## src/rtl/dbg_cmd_pkg.sv

```systemverilog
package dbg_cmd_pkg;
  localparam int NUM_CMDS = 6;

  typedef enum logic [2:0] {
    OP_NONE    = 3'd0,
    OP_READ    = 3'd1,
    OP_WRITE   = 3'd2,
    OP_PWR_ON  = 3'd3,
    OP_PWR_OFF = 3'd4,
    OP_WAIT    = 3'd5,
    OP_ECHO    = 3'd6
  } op_e;

  typedef enum logic [2:0] {
    ST_IDLE = 3'd0,
    ST_XFER = 3'd1,
    ST_PWR  = 3'd2,
    ST_WAIT = 3'd3,
    ST_RESP = 3'd4
  } state_e;
endpackage

```

## src/rtl/dbg_cmd_decode.sv

```systemverilog
module dbg_cmd_decode
  import dbg_cmd_pkg::*;
(
  input  logic [NUM_CMDS-1:0] strobes,
  output op_e                 op
);
  localparam int CNT_W = $clog2(NUM_CMDS + 1);

  logic [CNT_W-1:0] hot_cnt;

  always_comb begin
    hot_cnt = '0;
    for (int i = 0; i < NUM_CMDS; i++) begin
      hot_cnt = hot_cnt + CNT_W'(strobes[i]);
    end
  end

  // strobe bit i maps to opcode i+1; anything but exactly one hot is no-op
  always_comb begin
    op = OP_NONE;
    if (hot_cnt == CNT_W'(1)) begin
      for (int i = 0; i < NUM_CMDS; i++) begin
        if (strobes[i]) op = op_e'(3'(i + 1));
      end
    end
  end
endmodule

```

## src/rtl/dbg_delay_timer.sv

```systemverilog
module dbg_delay_timer #(
  parameter int DW          = 8,
  parameter int DELAY_SHIFT = 4
) (
  input  logic          clk,
  input  logic          rst_n,
  input  logic          load,
  input  logic [DW-1:0] amount,
  input  logic          tick,
  output logic          expired
);
  localparam int CW = DW + DELAY_SHIFT;

  logic [CW-1:0] cnt_q;
  logic [CW-1:0] load_val;

  // N>0 waits N<<SHIFT cycles; N=0 still spends one cycle in the wait state
  assign load_val = (amount == '0) ? '0
                  : ({amount, {DELAY_SHIFT{1'b0}}} - CW'(1));

  always_ff @(posedge clk) begin
    if (!rst_n)                    cnt_q <= '0;
    else if (load)                 cnt_q <= load_val;
    else if (tick && cnt_q != '0)  cnt_q <= cnt_q - CW'(1);
  end

  assign expired = (cnt_q == '0);

  p_count_down_r9: assert property (@(posedge clk) disable iff (!rst_n)
    (tick && !load && cnt_q != '0) |=> (cnt_q == $past(cnt_q) - CW'(1)));
endmodule

```

## src/rtl/dbg_result_reg.sv

```systemverilog
module dbg_result_reg #(
  parameter int DW = 8
) (
  input  logic          clk,
  input  logic          rst_n,
  input  logic          load,
  input  logic [DW-1:0] d,
  output logic [DW-1:0] q
);
  always_ff @(posedge clk) begin
    if (!rst_n)    q <= '0;
    else if (load) q <= d;
  end
endmodule

```

## src/rtl/dbg_cmd_engine.sv

```systemverilog
module dbg_cmd_engine
  import dbg_cmd_pkg::*;
#(
  parameter int DW          = 8,
  parameter int DELAY_SHIFT = 4
) (
  input  logic          clk,
  input  logic          rst_n,
  input  logic          cmd_read,
  input  logic          cmd_write,
  input  logic          cmd_pwr_on,
  input  logic          cmd_pwr_off,
  input  logic          cmd_wait,
  input  logic          cmd_echo,
  input  logic [DW-1:0] data_in,
  output logic          ready,
  output logic          valid,
  output logic [DW-1:0] data_out,
  output logic          xfer_req,
  output logic          xfer_dir,
  output logic [DW-1:0] xfer_wdata,
  input  logic [DW-1:0] xfer_rdata,
  input  logic          xfer_done,
  output logic          pwr_req,
  output logic          pwr_on,
  input  logic          pwr_done,
  output logic          line_hold_low
);
  logic [NUM_CMDS-1:0] strobes;
  op_e                 op;
  state_e              state_q, state_d;
  logic                accept;
  logic                tmr_expired;
  logic                res_load;
  logic [DW-1:0]       res_d;
  logic                dir_q, pwr_on_q;
  logic [DW-1:0]       wdata_q;

  assign strobes = {cmd_echo, cmd_wait, cmd_pwr_off, cmd_pwr_on, cmd_write, cmd_read};

  dbg_cmd_decode u_decode (
    .strobes (strobes),
    .op      (op)
  );

  assign ready  = (state_q == ST_IDLE);
  assign accept = ready && (op != OP_NONE);

  always_comb begin
    state_d = state_q;
    unique case (state_q)
      ST_IDLE: if (accept) begin
        unique case (op)
          OP_READ, OP_WRITE:    state_d = ST_XFER;
          OP_PWR_ON, OP_PWR_OFF: state_d = ST_PWR;
          OP_WAIT:              state_d = ST_WAIT;
          OP_ECHO:              state_d = ST_RESP;
          default:              state_d = ST_IDLE;
        endcase
      end
      ST_XFER: if (xfer_done) state_d = dir_q ? ST_IDLE : ST_RESP;
      ST_PWR:  if (pwr_done)  state_d = ST_IDLE;
      ST_WAIT: if (tmr_expired) state_d = ST_IDLE;
      ST_RESP: state_d = ST_IDLE;
      default: state_d = ST_IDLE;
    endcase
  end

  always_ff @(posedge clk) begin
    if (!rst_n) begin
      state_q  <= ST_IDLE;
      dir_q    <= 1'b0;
      wdata_q  <= '0;
      pwr_on_q <= 1'b0;
    end else begin
      state_q <= state_d;
      if (accept && (op == OP_READ || op == OP_WRITE)) begin
        dir_q   <= (op == OP_WRITE);
        wdata_q <= data_in;
      end
      if (accept && (op == OP_PWR_ON || op == OP_PWR_OFF)) begin
        pwr_on_q <= (op == OP_PWR_ON);
      end
    end
  end

  dbg_delay_timer #(.DW(DW), .DELAY_SHIFT(DELAY_SHIFT)) u_timer (
    .clk     (clk),
    .rst_n   (rst_n),
    .load    (accept && op == OP_WAIT),
    .amount  (data_in),
    .tick    (state_q == ST_WAIT),
    .expired (tmr_expired)
  );

  // echo captures on acceptance; read captures when the transfer completes
  assign res_load = (accept && op == OP_ECHO) ||
                    (state_q == ST_XFER && xfer_done && !dir_q);
  assign res_d    = accept ? data_in : xfer_rdata;

  dbg_result_reg #(.DW(DW)) u_result (
    .clk   (clk),
    .rst_n (rst_n),
    .load  (res_load),
    .d     (res_d),
    .q     (data_out)
  );

  assign valid         = (state_q == ST_RESP);
  assign xfer_req      = (state_q == ST_XFER);
  assign xfer_dir      = dir_q;
  assign xfer_wdata    = wdata_q;
  assign pwr_req       = (state_q == ST_PWR);
  assign pwr_on        = pwr_on_q;
  assign line_hold_low = pwr_req && pwr_on_q;

  p_ready_drop_r3: assert property (@(posedge clk) disable iff (!rst_n)
    accept |=> !ready);
  p_idle_quiet_r2: assert property (@(posedge clk) disable iff (!rst_n)
    ready |-> (!xfer_req && !pwr_req));
  p_read_result_r4: assert property (@(posedge clk) disable iff (!rst_n)
    (xfer_req && !xfer_dir && xfer_done) |=> (valid && data_out == $past(xfer_rdata)));
  p_echo_result_r6: assert property (@(posedge clk) disable iff (!rst_n)
    (accept && op == OP_ECHO) |=> (valid && data_out == $past(data_in)));
  p_valid_single_r7: assert property (@(posedge clk) disable iff (!rst_n)
    valid |=> !valid);
  p_dout_hold_r7: assert property (@(posedge clk) disable iff (!rst_n)
    !valid |-> $stable(data_out));
  p_hold_low_r8: assert property (@(posedge clk) disable iff (!rst_n)
    line_hold_low |-> (pwr_req && pwr_on));
  p_no_result_r10: assert property (@(posedge clk) disable iff (!rst_n)
    (accept && (op == OP_WRITE || op == OP_PWR_ON || op == OP_PWR_OFF || op == OP_WAIT))
    |=> !valid);
endmodule

```

## config.mk

```make
export PLATFORM = sky130hd
export DESIGN_NAME = dbg_cmd_engine
export DESIGN_NICKNAME = d
export VERILOG_FILES = /design/src/rtl/dbg_cmd_pkg.sv /design/src/rtl/dbg_cmd_decode.sv /design/src/rtl/dbg_delay_timer.sv /design/src/rtl/dbg_result_reg.sv /design/src/rtl/dbg_cmd_engine.sv
export SDC_FILE = /design/constraint.sdc
export NUM_CORES = 1
export LEC_CHECK = 0
export ABC_CLOCK_PERIOD_IN_PS = 9850
export BUFFER_PORTS_ARGS = -buffer_cell sky130_fd_sc_hd__buf_2
export CORE_MARGIN = 2
export CORE_UTILIZATION = 55
export CTS_CLUSTER_DIAMETER = 150
export DETAILED_ROUTE_END_ITERATION = 8
export PLACE_DENSITY = 0.79
export SLEW_MARGIN = 20
export SYNTH_ARGS = -nofsm -noshare
export SYNTH_HDL_FRONTEND = slang
export SYNTH_HIERARCHICAL = 1
export SYNTH_SLANG_ARGS = --single-unit
```

## constraint.sdc

```tcl
create_clock -name clk -period 9.85 [get_ports clk]
set_input_delay 1.4775 -clock clk [delete_from_list [all_inputs] [get_ports clk]]
set_output_delay 1.4775 -clock clk [all_outputs]
set_load 0.05 [all_outputs]
```

==> results of run 1 <==
-- Yosys cell counts, drive strengths merged, types with 2 or more instances --
library cell / number
buf: 7
xnor2: 6
inv: 20
nor2: 15
clkbuf: 3
o21ai: 10
nor4b: 2
or4: 2
a31oi: 3
nand2: 32
ha: 6
nor4: 6
a21oi: 8
nand2b: 3
mux2i: 17
a311oi: 2
o211a: 6
dfxtp: 33
xor2: 4
and2: 4
nor2b: 13
nand3b: 2
mux2: 8
a211oi: 2
o221ai: 4
fa: 3
o22ai: 3
nor3: 7
nor3b: 2
or3: 2
nand3: 2
-- state kept, by name, summed over array words and instances (netlist names) --
signal / cells
u_result/q: 8
xfer_dir: 1
pwr_on: 1
state_q: 3
xfer_wdata: 8
u_timer/cnt_q: 12
-- area by class of cell --
type	instances	share of cell area
inverters	20	0.0295
repair buffers	48	0.0944
clock buffers	7	0.0379
well taps	50	0.0246
clock inverters	1	0.00197
multi-input cells	186	0.552
flip-flops and latches	33	0.260
-- logic make-up after synthesis --
group	after synthesis	share of synthesized area
adder cells (fa/ha/maj)	9	0.0611
flip-flops	33	0.299
XOR/XNOR	10	0.0396
AND/OR/NAND/NOR	95	0.239
multiplexers	25	0.131
AO/OA/AOI/OAI	47	0.165
buffers and inverters	30	0.0656
-- worst max-delay path: cells and delay by family --
kind / cells / cell delay (ps)
AND/OR/NAND/NOR: 5 / 1320
adder cells (fa/ha/maj): 4 / 1550
AO/OA/AOI/OAI: 3 / 840
buffers and inverters: 3 / 230
-- power groups by stage --
stage               sequential [mW]  clock [mW]  combinational (mW)
floorplan                     0.182           0               0.122
global placement              0.159           0               0.173
detailed placement            0.159           0               0.176
CTS                           0.156       0.115               0.177
global route                  0.158       0.121               0.190
finish                        0.156       0.112               0.177
-- metal layers --
layer / vias up / part of all wire
met4: 0 / 0.010
li1: 968 / -
met5: - / 0
met2: 55 / 0.48
met1: 919 / 0.45
met3: 6 / 0.053
-- metrics by stage --
step / worst slack [ps] / power [mW] / hold WS (ps) / cells
6_report: 4660 / 0.444 / 456 / 345
5_1_grt: 4370 / 0.469 / 485 / 345
4_1_cts: 4700 / 0.447 / 456 / 345
3_5_place_dp: 4410 / 0.335 / 445 / 337
3_3_place_gp: 4560 / 0.332 / 443 / 337
2_1_floorplan: 5010 / 0.304 / 464 / 249
-- how the worst max path moves through the flow --
stage	from	end	cells past startpoint
2_1_floorplan	cmd_read	u_timer/cnt_q[11]	16
4_1_cts	cmd_write	u_timer/cnt_q[6]	15
3_5_place_dp	cmd_write	u_timer/cnt_q[6]	15
3_3_place_gp	cmd_read	u_timer/cnt_q[11]	16
5_1_grt	cmd_write	u_timer/cnt_q[5]	15
6_report	cmd_write	u_timer/cnt_q[5]	15
==> results.tsv, run 1 <==
stage	metric	value	unit
yosys	Synth async-reset ratio	0	
placement	Port Buf Inserts	48	
critical_path	slowest stage delay, CP	570	ps
global_route	total grt overflow	0	
critical_path	CP Max Fanout	19	
timing	Sum Neg Setup Slack	0	ps
global_route	Top Usage Layer GRT	met2	
power	Clk pwr share	0.251	
critical_path	Setup Crit Path Kind	primary input to flip-flop	
yosys	mapped cell area	2210	um2
drt	mean routed wirelength per cell	14.2	um
drt	routed wire length	4900	um
critical_path	reg2reg end	u_result/q[5]	
power	PwrDens	175	nW/um2
clocking	Skew-Pair Late Insertion Delay	280	ps
drt	vias per cell	5.65	
power	worst vdd ir	0.000123	V
yosys	EDFF count, synth	0	
power	P_leak	1.18	nW
floorplanning	CORE AREA	3940	um2
power	sw power	170	uW
worst_hold_path	Min-Delay Path Depth	2	
critical_path	crit-path cells	buf_2 -> inv_1 -> fa_1 -> fa_1 -> inv_1 -> ha_1 -> fa_1 -> nor2_1 -> nand2_1 -> a21oi_1 -> nor2b_1 -> and3_1 -> nand2_1 -> o221ai_1 -> o211a_1	
timing	Final Cycle Share	0.527	
global_route	antenna violations before repair	0	
clocking	CTS root buf	clkbuf_8	
power	P_int	274	uW
timing	RSZ-0062 raised after global routing	no	
critical_path	Setup crit end kind	flip-flop	
timing	Clock Skew	4.71	ps
yosys	Synth Net Count	284	
floorplanning	die width	67.4	um
cells_and_area	area of the multi-input gates	1410	um2
critical_path	Crit path top cell by count	fa_1	
power	Gate power share	0.398	
global_route	first-pass GRT wire length	8040	um
cells_and_area	area grow syn2layout	15.1	%
cells_and_area	Final Util	0.646	
power	sequential share of power	0.351	
run_status	outcome	completed	
cells_and_area	commonest non-fill, non-tap cell in the layout	buf_2	
cells_and_area	nets	329	
placement	DPL Wire Length	3650	um
critical_path	crit path DAT	5420	ps
global_route	overall routing resource usage	0.234	
floorplanning	I/O Pins	49	
floorplanning	site row count	23	
timing	final setup fails	0	
yosys	post-synth top area share	0.299	
drt	ANT nets after route	0	
critical_path	Worst Setup Start Kind	primary input	
drt	DRT iter0 DRCs	101	
timing	relative slew slack	0.329	
yosys	ranking of synthesized cells by area	dfxtp_1 (30%), mux2i_1 (7.7%), mux2_4 (5.4%)	
yosys	yosys warns	6	
worst_hold_path	Hold Path Origin	xfer_wdata[3]	
critical_path	Worst EP required	10080	ps
floorplanning	Die Area	4540	um2
yosys	register area share after synthesis	0.299	
yosys	number of synthesized register bits	33	
critical_path	Worst Reg2Reg Path Length in Cells	5	
cells_and_area	number of inserted diodes	0	
floorplanning	Initial Util	0.561	
yosys	Distinct cells, synth	55	
placement	Area after DPL	2440	um2
global_route	M1 GR Usage	0.298	
yosys	Synth area leader	dfxtp_1	
timing	worst-margin pin slew	1000	ps
power	Switching Fraction	0.383	
cells_and_area	final instance area	2540	um2
yosys	post-synthesis average cell area	8.88	um2
timing	fin. max-slew vios	0	
critical_path	RR Startpoint	state_q[0]	
floorplanning	Vert. Die Dim	67.4	um
timing	max frequency	0.193	GHz
timing	min cycle time layout	5190	ps
clocking	Sink Count	33	
critical_path	r2r setup slk	7570	ps
yosys	Primary FF master, synth	dfxtp_1	
global_route	vias in the first global route	1801	
clocking	post-CTS resize count	0	
clocking	CTS HTree Levels	2	
clocking	CTS tree	done	
placement	GPL Wtd Cong	0.963	
worst_hold_path	Worst Hold End	xfer_wdata[3]	
cells_and_area	sequential standard cell area	661	um2
run	max-cap viol count	0	
timing	Final Hold Vio Count	0	
clocking	clk buf depth	2	
global_route	M2 GR Usage	0.384	
global_route	largest net degree at the start of global routing	41	
cells_and_area	most frequent cells in the layout	buf_2 (48), dfxtp_1 (33), nand2_1 (32), inv_1 (20), mux2i_1 (17)	
cells_and_area	Filler Cell Count	335	
cells_and_area	layout cell share with drive strength beyond 1	0.261	
drt	drt pass-1 iters	4	
worst_hold_path	HP Class	flip-flop to flip-flop	
global_route	GR Util met3	0.0567	
drt	Vias	1948	
clocking	clock transition at the registers of the reported paths	70	ps
clocking	Hold Buf Count CTS	0	
critical_path	Worst path slowest cell	and3_1	
yosys	Cells after Synth	249	
clocking	CTS Buf Count	5	
clocking	post-CTS setup buffers	0	
drt	DRC viols	0	
(Power assumes the default switching activity.)
==> run 2, diff against run 1 <==
--- a/config.mk
+++ b/config.mk
@@ -5,13 +5,13 @@
 export SDC_FILE = /design/constraint.sdc
 export NUM_CORES = 1
 export LEC_CHECK = 0
-export ABC_CLOCK_PERIOD_IN_PS = 9850
+export ABC_CLOCK_PERIOD_IN_PS = 4850
 export BUFFER_PORTS_ARGS = -buffer_cell sky130_fd_sc_hd__buf_2
 export CORE_MARGIN = 2
-export CORE_UTILIZATION = 55
+export CORE_UTILIZATION = 54
 export CTS_CLUSTER_DIAMETER = 150
 export DETAILED_ROUTE_END_ITERATION = 8
-export PLACE_DENSITY = 0.79
+export PLACE_DENSITY = 0.78
 export SLEW_MARGIN = 20
 export SYNTH_ARGS = -nofsm -noshare
 export SYNTH_HDL_FRONTEND = slang
==> constraint.sdc (replaced) <==
create_clock -name clk -period 4.85 [get_ports clk]
set_input_delay 0.7275 -clock clk [delete_from_list [all_inputs] [get_ports clk]]
set_output_delay 0.7275 -clock clk [all_outputs]
set_load 0.05 [all_outputs]
==> run 2 against run 1 <==
Net effect: routed wire length up 6.8%; design area up 2.2%; critical endpoint is now u_timer/cnt_q[11]; die area up 1.7%; critical path depth up 1; via count up 1.5%; clock power rose to 2.8 times the previous value; core utilization up 0.92 points; combinational power up 110%; sequential power up 100%; sequential share of layout area down 0.55 points.
==> results.tsv, run 2 (synthesis results as in run 1) <==
stage	metric	value	unit	change
timing	fin. max-slew vios	0		unchanged
clocking	CTS tree	done		unchanged
timing	max frequency	0.233	GHz	
cells_and_area	commonest non-fill, non-tap cell in the layout	buf_2		unchanged
critical_path	Setup crit end kind	flip-flop		unchanged
placement	Port Buf Inserts	48		unchanged
placement	placed cells	340		was 337
global_route	first-pass GRT wire length	8510	um	was 8040 um
cells_and_area	max FFs per register	12		unchanged
timing	Clock Skew	9.33	ps	was 4.71 ps
cells_and_area	layout cell share with drive strength beyond 1	0.268		was 0.261
timing	Final Hold Vio Count	0		unchanged
clocking	Sink Count	33		unchanged
drt	DRC viols	0		unchanged
clocking	post-CTS resize count	0		unchanged
floorplanning	CORE AREA	3970	um2	was 3940 um2
floorplanning	Die Area	4620	um2	was 4540 um2
critical_path	slowest stage delay, CP	530	ps	was 570 ps
critical_path	Setup Crit Path Kind	primary input to flip-flop		unchanged
critical_path	CP Max Fanout	16		was 19
power	sw power	358	uW	was 170 uW
power	P_leak	1.21	nW	was 1.18 nW
clocking	clock transition at the registers of the reported paths	80	ps	was 70 ps
floorplanning	Vert. Die Dim	68.0	um	was 67.4 um
global_route	GR Util met3	0.0559		was 0.0567
timing	worst-margin pin slew	648	ps	was 1000 ps
critical_path	Worst EP required	5070	ps	was 10080 ps
placement	Area after DPL	2470	um2	was 2440 um2
global_route	vias in the first global route	1858		was 1801
power	Switching Fraction	0.360		was 0.383
floorplanning	I/O Pins	49		unchanged
run	max-cap viol count	0		unchanged
timing	min cycle time layout	4280	ps	
power	Gate power share	0.366		was 0.398
power	worst vdd ir	0.000175	V	was 0.000123 V
drt	ANT nets after route	0		unchanged
critical_path	Worst Setup Start Kind	primary input		unchanged
drt	mean routed wirelength per cell	15.0	um	was 14.2 um
floorplanning	site row count	23		unchanged
timing	Sum Neg Setup Slack	0	ps	unchanged
critical_path	Worst path slowest cell	or4_1		was and3_1
cells_and_area	final instance area	2600	um2	was 2540 um2
drt	DRT iter0 DRCs	141		was 101
critical_path	Crit path top cell by count	fa_1		unchanged
critical_path	crit path DAT	4500	ps	was 5420 ps
clocking	CTS HTree Levels	2		unchanged
global_route	M2 GR Usage	0.388		was 0.384
timing	final setup fails	0		unchanged
global_route	largest net degree at the start of global routing	41		unchanged
cells_and_area	most frequent cells in the layout	buf_2 (48), dfxtp_1 (33), nand2_1 (32), inv_1 (20), mux2i_1 (17)		unchanged
placement	DPL Wire Length	3920	um	was 3650 um
clocking	Skew-Pair Late Insertion Delay	290	ps	was 280 ps
timing	Post-Route Hold Slack	460	ps	was 456 ps
power	PwrDens	382	nW/um2	was 175 nW/um2
clocking	clk buf depth	2		unchanged
drt	routed wire length	5230	um	was 4900 um
global_route	antenna violations before repair	0		unchanged
clocking	CTS root buf	clkbuf_8		unchanged
drt	Vias	1977		was 1948
run_status	outcome	completed		unchanged
clocking	post-CTS setup buffers	0		unchanged
timing	RSZ-0062 raised after global routing	no		unchanged
drt	vias per cell	5.68		was 5.65
worst_hold_path	HP Class	flip-flop to flip-flop		unchanged
power	P_int	636	uW	was 274 uW
timing	Final Cycle Share	0.883		
critical_path	crit-path cells	buf_2 -> inv_1 -> fa_1 -> fa_1 -> inv_1 -> ha_1 -> fa_1 -> nor2_1 -> nand2_1 -> a21oi_1 -> nor2b_1 -> and3_1 -> or4_1 -> o22ai_1 -> a31oi_1 -> o22ai_2		was buf_2 -> inv_1 -> fa_1 -> fa_1 -> inv_1 -> ha_1 -> fa_1 -> nor2_1 -> nand2_1 -> a21oi_1 -> nor2b_1 -> and3_1 -> nand2_1 -> o221ai_1 -> o211a_1
global_route	Top Usage Layer GRT	met2		unchanged
placement	GPL Wtd Cong	0.907		was 0.963
cells_and_area	area grow syn2layout	17.6	%	was 15.1%
cells_and_area	Filler Cell Count	342		was 335
floorplanning	Initial Util	0.557		was 0.561
cells_and_area	nets	332		was 329
floorplanning	die width	68.0	um	was 67.4 um
cells_and_area	Most flops, register	u_timer/cnt_q		unchanged
clocking	CTS Buf Count	5		unchanged
global_route	overall routing resource usage	0.245		was 0.234
power	sequential share of power	0.321		was 0.351
global_route	total grt overflow	0		unchanged
clocking	Hold Buf Count CTS	0		unchanged
cells_and_area	Final Non-Filler Cells	348		was 345
cells_and_area	number of inserted diodes	0		unchanged
drt	drt pass-1 iters	4		unchanged
power	Clk pwr share	0.313		was 0.251
timing	relative slew slack	0.568		was 0.329
global_route	M1 GR Usage	0.324		was 0.298
run 2: cell count changes in the layout (fill, tap and decap cells not counted):
| cell | delta |
|---|---|
| clkbuf_8 | -2 |
| bufinv_16 | +2 |
| buf_4 | +3 |
run 2: metal layers:
layer	up-vias	share of wire
met4	0	0.020
li1	969	-
met5	-	0
met2	75	0.46
met3	14	0.065
met1	919	0.45
run 2: final cells by class:
class / instances / area (um2) / area share
clock buffer: 5 / 68.8 / 0.0265
clock inverter: 3 / 65.1 / 0.0250
inverter: 20 / 75.1 / 0.0289
multi-input combinational: 186 / 1410 / 0.540
sequential: 33 / 661 / 0.254
tap: 50 / 62.6 / 0.0241
timing repair buffer: 51 / 263 / 0.101
run 2: power by group through the flow:
stage	logic, mW	clock network, mW	registers [mW]
3_3_place_gp	0.356	0	0.323
5_1_grt	0.392	0.329	0.322
3_5_place_dp	0.361	0	0.324
4_1_cts	0.363	0.315	0.318
2_1_floorplan	0.247	0	0.370
6_report	0.364	0.311	0.319
run 2: worst paths after layout:
check             cells after the start                end  slack [ps]          start
hold / removal                        2      xfer_wdata[4]         460  xfer_wdata[4]
setup reg to reg                      7   u_timer/cnt_q[9]        2660     state_q[1]
hold reg to reg                       2      xfer_wdata[4]         460  xfer_wdata[4]
setup / recovery                     16  u_timer/cnt_q[11]         570       cmd_read
run 2: metrics by stage:
| step | total power, mW | setup slack, ps | utilization |
|---|---|---|---|
| after floorplan | 0.617 | 763 | - |
| after global placement | 0.679 | 470 | 0.621 |
| after detailed placement | 0.684 | 341 | 0.621 |
| after CTS | 0.995 | 641 | 0.655 |
| after global routing | 1.04 | 305 | 0.655 |
| final | 0.994 | 566 | 0.655 |
run 2: worst max-delay path, delay by kind of cell:
| family | cells | cell delay [ps] |
|---|---|---|
| AOI/OAI and AO/OA | 4 | 780 |
| adders and majority gates | 4 | 1570 |
| buffers and inverters | 3 | 180 |
| and+or+nand+nor | 5 | 1230 |
==> run 3, diff against run 2 <==
--- a/config.mk
+++ b/config.mk
@@ -11,7 +11,7 @@
 export CORE_UTILIZATION = 54
 export CTS_CLUSTER_DIAMETER = 150
 export DETAILED_ROUTE_END_ITERATION = 8
-export PLACE_DENSITY = 0.78
+export PLACE_DENSITY = 0.79
 export SLEW_MARGIN = 20
 export SYNTH_ARGS = -nofsm -noshare
 export SYNTH_HDL_FRONTEND = slang
==> run 3 against run 2 <==
Net effect: critical endpoint unchanged; first-iteration DRC count decreased by 9.9%; non-clock buffer count unchanged; clock power decreased by 34%; global-route usage decreased by 0.82 points; hold slack improved by 0.91 ps; worst setup slack improved by 13 ps; sequential share of layout area increased by 0.47 points; largest cell class unchanged; largest power group unchanged; total power decreased by 11%; die area unchanged.
==> results.tsv, run 3 (synthesis results as in run 1) <==
stage	metric	value	unit	change
timing	min cycle time layout	4270	ps	was 4280 ps
drt	routed wire length	4970	um	was 5230 um
power	P_int	531	uW	was 636 uW
timing	final setup fails	0		unchanged
placement	DPL Wire Length	3740	um	was 3920 um
timing	fin. max-slew vios	0		unchanged
floorplanning	Vert. Die Dim	68.0	um	unchanged
floorplanning	Die Area	4620	um2	unchanged
cells_and_area	nets	332		unchanged
floorplanning	CORE AREA	3970	um2	unchanged
timing	Clock Skew	9.28	ps	was 9.33 ps
floorplanning	site row count	23		unchanged
power	Clk pwr share	0.231		was 0.313
power	Power, Total	884	uW	was 994 uW
clocking	CTS HTree Levels	2		unchanged
timing	Sum Neg Setup Slack	0	ps	unchanged
critical_path	Worst path slowest cell	or4_1		unchanged
clocking	Skew-Pair Late Insertion Delay	290	ps	about the same
timing	max frequency	0.234	GHz	was 0.233 GHz
global_route	total grt overflow	0		unchanged
timing	relative slew slack	0.585		was 0.568
clocking	clk buf depth	2		unchanged
cells_and_area	Most flops, register	u_timer/cnt_q		unchanged
cells_and_area	number of inserted diodes	0		unchanged
clocking	Sink Count	33		unchanged
clocking	Hold Buf Count CTS	0		unchanged
drt	drt pass-1 iters	4		unchanged
critical_path	crit-path cells	buf_2 -> inv_1 -> fa_1 -> fa_1 -> inv_1 -> ha_1 -> fa_1 -> nor2_1 -> nand2_1 -> a21oi_1 -> nor2b_1 -> and3_1 -> or4_1 -> o22ai_1 -> a31oi_1 -> o22ai_2		unchanged
drt	DRT iter0 DRCs	127		was 141
global_route	overall routing resource usage	0.237		was 0.245
power	Switching Fraction	0.400		was 0.360
run	max-cap viol count	0		unchanged
floorplanning	die width	68.0	um	unchanged
global_route	first-pass GRT wire length	8050	um	was 8510 um
critical_path	Setup Crit Path Kind	primary input to flip-flop		unchanged
cells_and_area	most frequent cells in the layout	buf_2 (48), dfxtp_1 (33), nand2_1 (32), inv_1 (20), mux2i_1 (17)		unchanged
global_route	vias in the first global route	1770		was 1858
drt	vias per cell	5.69		was 5.68
power	sw power	354	uW	was 358 uW
drt	mean routed wirelength per cell	14.3	um	was 15.0 um
placement	Port Buf Inserts	48		unchanged
timing	worst-margin pin slew	623	ps	was 648 ps
placement	pre-CTS setup slack	367	ps	was 341 ps
timing	worst setup margin	579	ps	was 566 ps
drt	ANT nets after route	0		unchanged
cells_and_area	max FFs per register	12		unchanged
clocking	post-CTS resize count	0		unchanged
clocking	CTS tree	done		unchanged
critical_path	slowest stage delay, CP	530	ps	about the same
critical_path	crit path DAT	4500	ps	about the same
cells_and_area	area grow syn2layout	15.5	%	was 17.6%
cells_and_area	commonest non-fill, non-tap cell in the layout	buf_2		unchanged
clocking	clock transition at the registers of the reported paths	70	ps	was 80 ps
power	P_leak	1.18	nW	was 1.21 nW
clocking	CTS Buf Count	5		unchanged
global_route	largest net degree at the start of global routing	41		unchanged
global_route	antenna violations before repair	0		unchanged
critical_path	CP Max Fanout	16		unchanged
power	Gate power share	0.408		was 0.366
drt	Vias	1979		was 1977
clocking	CTS root buf	clkbuf_8		unchanged
critical_path	Worst Setup Start Kind	primary input		unchanged
critical_path	Worst EP required	5070	ps	about the same
clocking	post-CTS setup buffers	0		unchanged
power	sequential share of power	0.360		was 0.321
placement	GPL Wtd Cong	0.907		unchanged
floorplanning	I/O Pins	49		unchanged
floorplanning	Initial Util	0.557		unchanged
critical_path	Crit path top cell by count	fa_1		unchanged
timing	Final Hold Vio Count	0		unchanged
timing	Final Cycle Share	0.881		was 0.883
power	worst vdd ir	0.000272	V	was 0.000175 V
critical_path	Crit path buffers/inverters	3		unchanged
critical_path	Top delay family on crit path	adder cells		unchanged
critical_path	r2r setup slk	2680	ps	was 2660 ps
run_status	outcome	completed		unchanged
critical_path	Setup crit end kind	flip-flop		unchanged
drt	DRC viols	0		unchanged
cells_and_area	layout cell share with drive strength beyond 1	0.268		unchanged
power	PwrDens	347	nW/um2	was 382 nW/um2
timing	RSZ-0062 raised after global routing	no		unchanged
worst_hold_path	HP Class	flip-flop to flip-flop		unchanged
-- run 3: cell count changes in the layout (fill, tap and decap cells not counted), sizes merged --
cell	before	now
bufinv	2	0
clkinv	1	2
clkinvlp	0	1
-- run 3: final timing paths --
kind	startpoint	to	cells past startpoint
setup reg to reg	state_q[1]	u_timer/cnt_q[9]	7
hold reg to reg	xfer_wdata[3]	xfer_wdata[3]	2
hold / removal	xfer_wdata[3]	xfer_wdata[3]	2
setup / recovery	cmd_write	u_timer/cnt_q[11]	16
-- run 3: metal layers --
metal / global-route usage / vias up / part of all wire
li1: - / 980 / -
met1: 0.313 / 916 / 0.46
met2: 0.367 / 75 / 0.46
met3: 0.0576 / 8 / 0.068
met4: 0.105 / 0 / 0.018
met5: 0 / - / 0
-- run 3: power groups by stage --
stage | Clock (mW) | Combinational (mW) | Sequential, mW
3_3_place_gp | 0 | 0.356 | 0.323
5_1_grt | 0.221 | 0.392 | 0.322
4_1_cts | 0.209 | 0.361 | 0.318
2_1_floorplan | 0 | 0.247 | 0.370
3_5_place_dp | 0 | 0.360 | 0.324
6_report | 0.205 | 0.361 | 0.319
-- run 3: per-stage QoR --
stage          utilization  hold slack (ps)  cells  area (um2)
2_1_floorplan            -              464    249        2210
3_3_place_gp         0.621              442    340        2470
3_5_place_dp         0.621              447    340        2470
4_1_cts              0.643              465    348        2550
5_1_grt              0.643              486    348        2550
6_report             0.643              461    348        2550
-- run 3: worst min-delay path: stages, from the launching register on --
cell,delay [ps]
dfxtp_1,310
nand2_1,50
mux2i_1,50
-- run 3: cell type report --
type                       instances  area, um2
inverter                          20       75.1
clock inverter                     3       17.5
multi-input combinational        186       1410
sequential                        33        661
tap                               50       62.6
fill                             346       1420
clock buffer                       5       68.8
timing repair buffer              51        263
